**src/rtl/irqarb_pkg.sv**
```systemverilog
package irqarb_pkg;
    typedef logic [1:0] lvl_t;

    typedef enum logic [1:0] {
        S_IDLE = 2'd0,
        S_NEST = 2'd1,
        S_FULL = 2'd2
    } nest_st_e;
endpackage

```
**src/rtl/irqarb_level_regs.sv**
```systemverilog
module irqarb_level_regs
    import irqarb_pkg::*;
#(
    parameter int NUM_SLOTS     = 32,
    parameter int SLOTS_PER_REG = 8,
    localparam int NUM_REGS     = NUM_SLOTS / SLOTS_PER_REG,
    localparam int REG_W        = SLOTS_PER_REG * 2,
    localparam int SEL_W        = (NUM_REGS > 1) ? $clog2(NUM_REGS) : 1
) (
    input  logic                   clk,
    input  logic                   rst_n,
    input  logic                   wr_en,
    input  logic [SEL_W-1:0]       wr_sel,
    input  logic [REG_W-1:0]       wr_data,
    input  logic [SEL_W-1:0]       rd_sel,
    output logic [REG_W-1:0]       rd_data,
    output logic [NUM_SLOTS*2-1:0] lvl_flat
);
    logic [REG_W-1:0] regs_q [NUM_REGS];

    always_ff @(posedge clk) begin
        if (!rst_n) begin
            for (int k = 0; k < NUM_REGS; k++) regs_q[k] <= '1;
        end else if (wr_en) begin
            regs_q[wr_sel] <= wr_data;
        end
    end

    assign rd_data = regs_q[rd_sel];

    for (genvar k = 0; k < NUM_REGS; k++) begin : g_flat
        assign lvl_flat[k*REG_W +: REG_W] = regs_q[k];
    end

    // a write lands in the selected register
    p_wr_lands_r10: assert property (@(posedge clk) disable iff (!rst_n)
        wr_en |=> regs_q[$past(wr_sel)] == $past(wr_data));
endmodule

```
**src/rtl/irqarb_select.sv**
```systemverilog
module irqarb_select
    import irqarb_pkg::*;
#(
    parameter int NUM_SLOTS = 32,
    parameter int NUM_SRC   = 22,
    localparam int IDX_W    = $clog2(NUM_SLOTS)
) (
    input  logic                   clk,
    input  logic                   rst_n,
    input  logic                   en,
    input  logic                   gie,
    input  logic                   blocked,
    input  logic [NUM_SLOTS-1:0]   req_q,
    input  logic [NUM_SLOTS*2-1:0] lvl_flat,
    input  logic [2:0]             thr,
    output logic                   valid,
    output logic [IDX_W-1:0]       idx,
    output lvl_t                   win_lvl
);
    logic             found;
    lvl_t             best_key;
    logic [IDX_W-1:0] best_idx;

    always_comb begin
        lvl_t lv;
        lvl_t key;
        logic elig;
        found    = 1'b0;
        best_key = '0;
        best_idx = '0;
        for (int i = 0; i < NUM_SLOTS; i++) begin
            lv   = lvl_flat[2*i +: 2];
            key  = en ? lv : 2'd0;
            elig = req_q[i] && (!en || (({1'b0, lv} + 3'd1) > thr));
            if (elig && (!found || key >= best_key)) begin
                found    = 1'b1;
                best_key = key;
                best_idx = IDX_W'(i);
            end
        end
    end

    assign valid   = gie && found && !blocked;
    assign idx     = best_idx;
    assign win_lvl = lvl_flat[2*best_idx +: 2];

    // nothing offered without global enable
    p_gie_gate_r3: assert property (@(posedge clk) disable iff (!rst_n)
        !gie |-> !valid);
    // full stack blocks any offer
    p_full_block_r9: assert property (@(posedge clk) disable iff (!rst_n)
        blocked |-> !valid);
endmodule

```
**src/rtl/irqarb_nest_stack.sv**
```systemverilog
module irqarb_nest_stack
    import irqarb_pkg::*;
#(
    parameter int DEPTH = 4,
    localparam int DEP_W = $clog2(DEPTH + 1),
    localparam int AW    = (DEPTH > 1) ? $clog2(DEPTH) : 1
) (
    input  logic             clk,
    input  logic             rst_n,
    input  logic             push,
    input  lvl_t             push_lvl,
    input  logic             pop,
    output logic [DEP_W-1:0] depth,
    output logic [2:0]       thr,
    output logic             full
);
    nest_st_e         st_q, st_n;
    logic [DEP_W-1:0] ptr_q;
    lvl_t             stk_q [DEPTH];
    logic [AW-1:0]    top_a;

    // next-state process
    always_comb begin
        st_n = st_q;
        unique case (st_q)
            S_IDLE: if (push) st_n = (DEPTH == 1) ? S_FULL : S_NEST;
            S_NEST: begin
                if (pop)       st_n = (ptr_q == DEP_W'(1)) ? S_IDLE : S_NEST;
                else if (push) st_n = (ptr_q == DEP_W'(DEPTH - 1)) ? S_FULL : S_NEST;
            end
            S_FULL: if (pop) st_n = (DEPTH == 1) ? S_IDLE : S_NEST;
            default: st_n = S_IDLE;
        endcase
    end

    // state register
    always_ff @(posedge clk) begin
        if (!rst_n) st_q <= S_IDLE;
        else        st_q <= st_n;
    end

    // stack storage and pointer
    always_ff @(posedge clk) begin
        if (!rst_n) begin
            ptr_q <= '0;
            for (int k = 0; k < DEPTH; k++) stk_q[k] <= '0;
        end else if (pop && st_q != S_IDLE) begin
            ptr_q <= ptr_q - DEP_W'(1);
        end else if (push && st_q != S_FULL) begin
            stk_q[AW'(ptr_q)] <= push_lvl;
            ptr_q <= ptr_q + DEP_W'(1);
        end
    end

    assign top_a = AW'(ptr_q - DEP_W'(1));

    // output process
    always_comb begin
        unique case (st_q)
            S_IDLE:  thr = 3'd0;
            default: thr = {1'b0, stk_q[top_a]} + 3'd1;
        endcase
        full  = (st_q == S_FULL);
        depth = ptr_q;
    end

    // accepted push deepens the stack and raises the threshold
    p_push_depth_r7: assert property (@(posedge clk) disable iff (!rst_n)
        (push && !pop && st_q != S_FULL) |=> depth == $past(depth) + DEP_W'(1));
    p_push_thr_r7: assert property (@(posedge clk) disable iff (!rst_n)
        (push && !pop && st_q != S_FULL) |=> thr == {1'b0, $past(push_lvl)} + 3'd1);
    // pop shrinks the stack
    p_pop_depth_r7: assert property (@(posedge clk) disable iff (!rst_n)
        (pop && depth != '0) |=> depth == $past(depth) - DEP_W'(1));
    // return while idle is ignored
    p_idle_ret_r9: assert property (@(posedge clk) disable iff (!rst_n)
        (pop && depth == '0) |=> depth == '0 && thr == 3'd0);
endmodule

```
**src/rtl/irq_level_arbiter.sv**
```systemverilog
module irq_level_arbiter
    import irqarb_pkg::*;
#(
    parameter int NUM_SLOTS     = 32,
    parameter int NUM_SRC       = 22,
    parameter int SLOTS_PER_REG = 8,
    parameter int DEPTH         = 4,
    localparam int NUM_REGS     = NUM_SLOTS / SLOTS_PER_REG,
    localparam int REG_W        = SLOTS_PER_REG * 2,
    localparam int SEL_W        = (NUM_REGS > 1) ? $clog2(NUM_REGS) : 1,
    localparam int IDX_W        = $clog2(NUM_SLOTS),
    localparam int DEP_W        = $clog2(DEPTH + 1)
) (
    input  logic                 clk,
    input  logic                 rst_n,
    input  logic                 ctrl_en,
    input  logic                 gie,
    input  logic                 lvl_wr_en,
    input  logic [SEL_W-1:0]     lvl_wr_sel,
    input  logic [REG_W-1:0]     lvl_wr_data,
    input  logic [SEL_W-1:0]     lvl_rd_sel,
    output logic [REG_W-1:0]     lvl_rd_data,
    input  logic [NUM_SLOTS-1:0] irq_req,
    input  logic                 irq_ack,
    input  logic                 irq_ret,
    output logic                 vec_valid,
    output logic [IDX_W-1:0]     vec_idx,
    output logic [2:0]           cur_thr,
    output logic [DEP_W-1:0]     nest_depth
);
    logic [NUM_SLOTS-1:0]   src_mask;
    logic [NUM_SLOTS-1:0]   req_q;
    logic [NUM_SLOTS*2-1:0] lvl_flat;
    logic                   full;
    logic                   push;
    lvl_t                   win_lvl;

    for (genvar i = 0; i < NUM_SLOTS; i++) begin : g_mask
        assign src_mask[i] = (i < NUM_SRC);
    end

    always_ff @(posedge clk) begin
        if (!rst_n) req_q <= '0;
        else        req_q <= irq_req & src_mask;
    end

    irqarb_level_regs #(
        .NUM_SLOTS     (NUM_SLOTS),
        .SLOTS_PER_REG (SLOTS_PER_REG)
    ) u_regs (
        .clk      (clk),
        .rst_n    (rst_n),
        .wr_en    (lvl_wr_en),
        .wr_sel   (lvl_wr_sel),
        .wr_data  (lvl_wr_data),
        .rd_sel   (lvl_rd_sel),
        .rd_data  (lvl_rd_data),
        .lvl_flat (lvl_flat)
    );

    irqarb_select #(
        .NUM_SLOTS (NUM_SLOTS),
        .NUM_SRC   (NUM_SRC)
    ) u_sel (
        .clk      (clk),
        .rst_n    (rst_n),
        .en       (ctrl_en),
        .gie      (gie),
        .blocked  (full),
        .req_q    (req_q),
        .lvl_flat (lvl_flat),
        .thr      (cur_thr),
        .valid    (vec_valid),
        .idx      (vec_idx),
        .win_lvl  (win_lvl)
    );

    assign push = irq_ack && vec_valid && !irq_ret;

    irqarb_nest_stack #(
        .DEPTH (DEPTH)
    ) u_stack (
        .clk      (clk),
        .rst_n    (rst_n),
        .push     (push),
        .push_lvl (win_lvl),
        .pop      (irq_ret),
        .depth    (nest_depth),
        .thr      (cur_thr),
        .full     (full)
    );

    // dead slots never offered
    p_dead_slot_r2: assert property (@(posedge clk) disable iff (!rst_n)
        vec_valid |-> int'(vec_idx) < NUM_SRC);
    // offered level strictly above the stack threshold when enabled
    p_above_thr_r6: assert property (@(posedge clk) disable iff (!rst_n)
        (ctrl_en && vec_valid) |-> ({1'b0, win_lvl} + 3'd1) > cur_thr);
    // stack depth never exceeds its size
    p_depth_bound_r9: assert property (@(posedge clk) disable iff (!rst_n)
        int'(nest_depth) <= DEPTH);
endmodule

```
**config.mk**
```make
export PLATFORM = sky130hd
export DESIGN_NAME = irq_level_arbiter
export DESIGN_NICKNAME = d
export VERILOG_FILES = /design/src/rtl/irqarb_pkg.sv /design/src/rtl/irqarb_level_regs.sv /design/src/rtl/irqarb_select.sv /design/src/rtl/irqarb_nest_stack.sv /design/src/rtl/irq_level_arbiter.sv
export SDC_FILE = /design/constraint.sdc
export NUM_CORES = 1
export LEC_CHECK = 0
export CORE_ASPECT_RATIO = 2
export CORE_MARGIN = 2
export CORE_UTILIZATION = 28
export DETAILED_ROUTE_END_ITERATION = 7
export GPL_TIMING_DRIVEN = 1
export PLACE_DENSITY = 0.53
export SLEW_MARGIN = 0
export SYNTH_ARGS = -nofsm -noshare
export SYNTH_HDL_FRONTEND = slang
export SYNTH_SLANG_ARGS = --single-unit
```
**constraint.sdc**
```tcl
create_clock -name clk -period 94 [get_ports clk]
set_clock_uncertainty 0.1 [all_clocks]
set_input_delay 28.2 -clock clk [delete_from_list [all_inputs] [get_ports clk]]
set_output_delay 28.2 -clock clk [all_outputs]
set_load 0.01 [all_outputs]
```
**Word-level counts from Yosys, hierarchy flattened**

Memory sizes are Yosys's and may differ from the RTL's.
Index checks and enable logic that the tools add are counted.

- Bits in registers: 37
- Output and inout bits: 28
- Memory bits (writable): 72
- Memories: 2

Memory list:

| memory | depth | width | read ports | clocked after Yosys merged registers in | write ports | line | source |
|---|---|---|---|---|---|---|---|
| u_regs.regs_q | 4 | 16 | 5 | 0 | 4 | irqarb_level_regs.sv:19 | `logic [REG_W-1:0] regs_q [NUM_REGS];` |
| u_stack.stk_q | 4 | 2 | 1 | 0 | 4 | irqarb_nest_stack.sv:19 | `lvl_t stk_q [DEPTH];` |

- Equal/unequal tests: 8
- Multiplexer cells: 150
- Reductions and logical operators: 172
- $lt $le $gt $ge: 63
- Shifts and indexed selects: 1
- $add $sub $neg: 35

Operators by type and width:

| kind | number |
|---|---|
| 2-bit two-way mux | 73 |
| 2-bit by 1-bit adder with 3-bit output, second input constant | 33 |
| 3-bit greater-than comparator | 32 |
| 5-bit two-way mux | 16 |
| 1-bit logical AND | 69 |
| 64-bit by 7-bit variable part select with 2-bit output | 1 |
| 1-bit logical OR | 63 |
| 2-bit greater-or-equal comparator | 31 |
| 1-bit two-way mux | 44 |
| 1-bit zero test | 34 |
| 4-bit two-way mux | 8 |
| 3-bit two-way mux | 7 |
| 16-bit two-way mux | 1 |
| 16-bit OR reduction | 1 |
| 2-bit case mux with 3 select lines | 1 |
| 2-bit != test, second input constant | 2 |
| 2-bit nonzero test | 2 |
| 3-bit by 1-bit adder with 3-bit output, second input constant | 1 |
| 3-bit by 1-bit equality test with 1-bit output, second input constant | 1 |
| 3-bit by 2-bit equality test with 1-bit output, second input constant | 1 |
| 3-bit by 2-bit != test with 1-bit output, second input constant | 1 |
| 3-bit AND reduction | 1 |
| 3-bit by 1-bit subtractor with 3-bit output, second input constant | 1 |
| 2-bit by 1-bit equality test with 1-bit output, second input constant | 1 |
| other kinds (4) | 4 |

**Depth between registers and ports, before layout**

Gate-level depths: netlist of run 1.
An unclocked memory read counts as a cell.

- Word-level depth: 143
- Depth in mapped cells: 169
- Mapped depth without buffers: 163

**Modules after synthesis**

Synthesis of run 1 repeated with hierarchy kept, for this count alone.

- Cell total of the unflattened synthesis: 1294
- Area, all modules: 11861.4 um^2

By module, submodules not included:

| module | instances | sequential area each (um^2) | area each (um^2) | cells an instance |
|---|---|---|---|---|
| irqarb_select | 1 | 0.0 | 7529.7 | 1004 |
| irqarb_level_regs | 1 | 1921.8 | 2854.0 | 164 |
| irqarb_nest_stack | 1 | 340.3 | 844.6 | 78 |
| irq_level_arbiter | 1 | 440.4 | 633.1 | 48 |

**Least setup slack after synthesis of run 1**

Ideal clock, no wire load.

- Path kind: input -> output
- Start point: input ctrl_en
- End point: output vec_idx[3]
- Arrival: 53.311 ns
- Data required time: 65.700 ns
- Stages: 152
- Slack: 12.389 ns
- Buffers on the path: 9
- Path through: buf_2 -> clkbuf_1 -> clkbuf_1 -> clkbuf_1 -> clkbuf_1 -> clkbuf_1 -> clkbuf_1 -> and3_1 -> ha_1 -> nand2b_1 -> a21oi_1 -> and3_1 -> o32ai_1 -> and2_1 -> ha_1 -> nand2b_1 -> a21oi_1 -> a211oi_1 -> [116 not listed] -> a21oi_1 -> a21oi_1 -> a21o_1 -> o21ai_0 -> ha_1 -> a21boi_0 -> o21ai_0 -> o31a_1 -> buf_2 -> o211ai_1 -> o21a_1 -> a31oi_1 -> ha_1 -> nand2b_1 -> a21oi_1 -> o211ai_2 -> nand4b_1 -> nor2b_1

- Word-level cells in the longest chain between the ends: 128

Ends and longest elaborated chain:

| what | line | source |
|---|---|---|
| start, declared | irq_level_arbiter.sv:16 | `input logic ctrl_en,` |
| 1-bit zero test | irqarb_select.sv:34 | `elig = req_q[i] && (!en \|\| (({1'b0, lv} + 3'd1) > thr));` |
| 1-bit logical OR | irqarb_select.sv:34 |  |
| 1-bit logical AND | irqarb_select.sv:34 |  |
| 2-bit two-way mux or 1-bit two-way mux (tied branches) | irqarb_select.sv:35 | `if (elig && (!found \|\| key >= best_key)) begin` |
| 2-bit greater-or-equal comparator or 1-bit zero test (tied branches) | irqarb_select.sv:35 |  |
| 1-bit logical OR | irqarb_select.sv:35 |  |
| 1-bit logical AND | irqarb_select.sv:35 |  |
| 2-bit two-way mux or 1-bit two-way mux (tied branches) | irqarb_select.sv:35 |  |
| [112 not listed] | - |  |
| 2-bit greater-or-equal comparator or 1-bit zero test (tied branches) | irqarb_select.sv:35 |  |
| 1-bit logical OR | irqarb_select.sv:35 |  |
| 1-bit logical AND | irqarb_select.sv:35 |  |
| 2-bit two-way mux or 1-bit two-way mux (tied branches) | irqarb_select.sv:35 |  |
| 2-bit greater-or-equal comparator or 1-bit zero test (tied branches) | irqarb_select.sv:35 |  |
| 1-bit logical OR | irqarb_select.sv:35 |  |
| 1-bit logical AND | irqarb_select.sv:35 |  |
| 5-bit two-way mux (*) | irqarb_select.sv:35 |  |
| end, declared | irq_level_arbiter.sv:27 | `output logic [IDX_W-1:0] vec_idx,` |

Every way passes the cells marked *; elsewhere a longest branch is shown, timed or not.

**Worst setup path in the final report of run 1**

Ends and elaborated chain as after synthesis.

==> results.md, run 1 <==
- Status: finished clean
- Chip Width: 132 um
- Vias per cell: 5.29
- Worst Max-Slew Pin Slew: 962 ps
- Crit Path Category: primary input to primary output
- Setup crit start kind: primary input
- Hpwl dp: 24300 um
- WL/cell: 21.1 um
- Fillers: 3497
- Final Util: 32.6%
- Synth cell types: 87
- CP delay by family, top: compound AO/OA/AOI/OAI gates
- Die Area: 34400 um^2
- Final setup violation count: 0
- Critical path data required time: 65700 ps
- Seq/Total Area, Yosys: 29.4%
- Vias: 7638
- CP Max Fanout: 72
- IO Pins: 87
- CP max stage delay: 610 ps
- DRC: 0
- Post-synthesis cell area: 9210 um^2
- CP arrival: 59130 ps
- Clock buffer depth: 2
- Num CTS Buffers: 9
- Top-count cell post-synth: ha_1
- WP buf/inv: 11
- Area contributors post-synth: edfxtp_1 (23%), ha_1 (15%), dfxtp_1 (5.9%)
- Top-area cell type share of the netlist area: 23.5%
- Vias in the first global route: 7968
- Syn nets: 1119
- Grt ovf: 0
- Register-to-register setup slack: 61710 ps
- Routability cong.: 0.897
- Warnings, synthesis: 0
- Clock slew at reported path FFs: 70 ps
- Slowest CP cell: clkdlybuf4s50_1
- Asr flop ratio synth: 0%
- # hold bufs at CTS: 0
- Gate Count Post-Synth: 947
- CORE AREA: 32700 um^2
- Top FF cell, synth: edfxtp_1
- Antenna Cells: 0
- Initial core utilization: 28.2%
- EDFF count, synth: 72
- Clock latency on the worst-skew pair: 380 ps
- Fin. Hold Viols: 0
- Share of cells above drive strength 1: 13.9%
- Root Driver: clkbuf_16
- Clock Sink Count: 99
- Avg Inst Size Synth: 9.72 um^2
- Minimum clock period: 87430 ps
- Unrepaired setup endpoints after global routing: no
- CTS tree: yes
- Max-slew headroom at the worst pin: 35.9%
- Area of the multi-input gates: 6170 um^2
- # Max-Cap Violations: 0
- Worst vdd ir: 0.0102 mV
- Fmax: 11.4 MHz
- Total Routing Usage GR: 17.8%
- Largest net degree at the start of global routing: 73
- Max-slew violation count: 0
- Post-Route WL: 30500 um
- Die Span Y: 260 um
- Hold WS: 463 ps
- HP Class: flip-flop to flip-flop
- # resized after CTS: 0
- Leakage: 4.14 nW
- Layout Nets: 1179
- Synth cell count leaders: ha_1 (113), nand2_1 (78), edfxtp_1 (72), a21oi_1 (60), and2_1 (55)
- CP Capture Type: primary output
- Global-route wire length before repair: 46100 um
- Post-CTS setup buffer count: 0
- Register area: 2700 um^2
- Synth area leader: edfxtp_1
- Tcrit/Tclk final: 93.0%
- Initial DRT Pass Iterations: 4
- Syn-to-layout area delta: 15.6%
- Antenna-violating nets left: 0
- Cell mode on critical path: a21oi_1
- Setup TNS: 0 ps
- Total number of placement rows: 94
- Pwr per Cell Area: 20.9 nW/um^2
- Initial antenna violation count: 0
- Drt initial violations: 307
- Port buffer count: 76
- Htree depth: 3
- Yosys reg bits: 99
## cell type report
| type | instances | area share, % |
|---|---|---|
| Multi-Input combinational cell | 780 | 58.0 |
| Sequential cell | 99 | 25.4 |
| Clock buffer | 9 | 2.12 |
| Inverter | 32 | 1.13 |
| Clock inverter | 7 | 0.552 |
| Tap cell | 432 | 5.08 |
| Timing Repair Buffer | 85 | 7.73 |
## kinds of logic (layout without fill, tap and decap cells)
| family | count (synthesis) | in the layout | share of synthesized area, % |
|---|---|---|---|
| AND/OR/NAND/NOR | 349 | 349 | 20.7 |
| AO/OA/AOI/OAI | 243 | 243 | 20.1 |
| adder cells (fa/ha/maj) | 125 | 125 | 16.7 |
| flip-flops | 99 | 99 | 29.4 |
| buffers and inverters | 68 | 133 | 3.75 |
| multiplexers | 58 | 58 | 8.85 |
| XOR/XNOR | 5 | 5 | 0.557 |
## per-layer routing
layer,GRT usage (%),vias to the layer above,wire [um]
li1,-,3705,-
met1,17.5,3705,11000
met2,34.8,159,16800
met3,1.61,69,663
met4,12.3,0,2090
met5,0,-,0
## final timing paths
| check | startpoint | endpoint | cells past startpoint |
|---|---|---|---|
| worst max-delay path | ctrl_en | vec_idx[3] | 148 |
| worst min-delay path | u_stack.depth[2] | u_stack.depth[2] | 2 |
| worst max register to register | u_stack.depth[0] | u_stack.stk_q[2][1] | 155 |
| worst min register to register | u_stack.depth[2] | u_stack.depth[2] | 2 |
## registers in the layout, summed over array words and instances, names as in the netlist
register / cells
u_regs.regs_q: 64
req_q: 22
u_stack.stk_q: 8
u_stack.depth: 3
u_stack.st_q: 2
## stage by stage
stage | cells | power (mW) | setup WS [ps] | instance area (um^2)
after CTS | 1444 | 0.224 | 6660 | 10600
after detailed placement | 1428 | 0.185 | 6790 | 10400
final | 1444 | 0.223 | 6570 | 10600
after global placement | 1428 | 0.184 | 6860 | 10400
after floorplan | 947 | 0.147 | 12390 | 9210
after global routing | 1444 | 0.237 | 4330 | 10600
## worst reg2reg max path: cells and delay by family, from the launching register on
family                     cells  cell delay, ps
muxes                          3             920
AOI/OAI and AO/OA             81           17320
DFF                            1             590
buffers and inverters         10            1270
and+or+nand+nor               37            5400
adders and majority gates     24            6440
## report_power, final
group	switching [mW]	internal [mW]
Sequential	0.00407	0.0501
Combinational	0.0738	0.0568
Clock	0.0198	0.0184
## cell usage in the layout, fill, tap and decap left out, types with 10 or more instances in the layout
cell,count
nand3_1,21
mux4_2,18
ha_1,113
nor2_1,40
nand2b_1,54
mux2i_1,33
and2_1,55
inv_1,31
a221o_1,10
or2_2,54
clkdlybuf4s50_1,75
o211ai_1,23
edfxtp_1,72
a21o_1,10
o21ai_0,21
nand2_1,78
o21a_1,12
a21oi_1,59
dfxtp_1,27
Power figures use the tool's default switching activity.
==> run 2, diff against run 1 <==
--- a/config.mk
+++ b/config.mk
@@ -5,6 +5,7 @@
 export SDC_FILE = /design/constraint.sdc
 export NUM_CORES = 1
 export LEC_CHECK = 0
+export ABC_CLOCK_PERIOD_IN_PS = 94000
 export CORE_ASPECT_RATIO = 2
 export CORE_MARGIN = 2
 export CORE_UTILIZATION = 28
==> constraint.sdc (replaced) <==
create_clock -name clk -period 94 [get_ports clk]
set_clock_uncertainty 0.1 [all_clocks]
set_input_delay 28.2 -clock clk [delete_from_list [all_inputs] [get_ports clk]]
set_output_delay 28.2 -clock clk [all_outputs]
set_load 0.005 [all_outputs]
==> results of run 2 <==
Same layout as run 1 (identical final DEF). Status: finished clean.
Among the figures that moved: setup slack after placement 6790 ps -> 6820 ps; setup slack after layout 6570 ps -> 6600 ps; total power 0.223 mW -> 0.222 mW
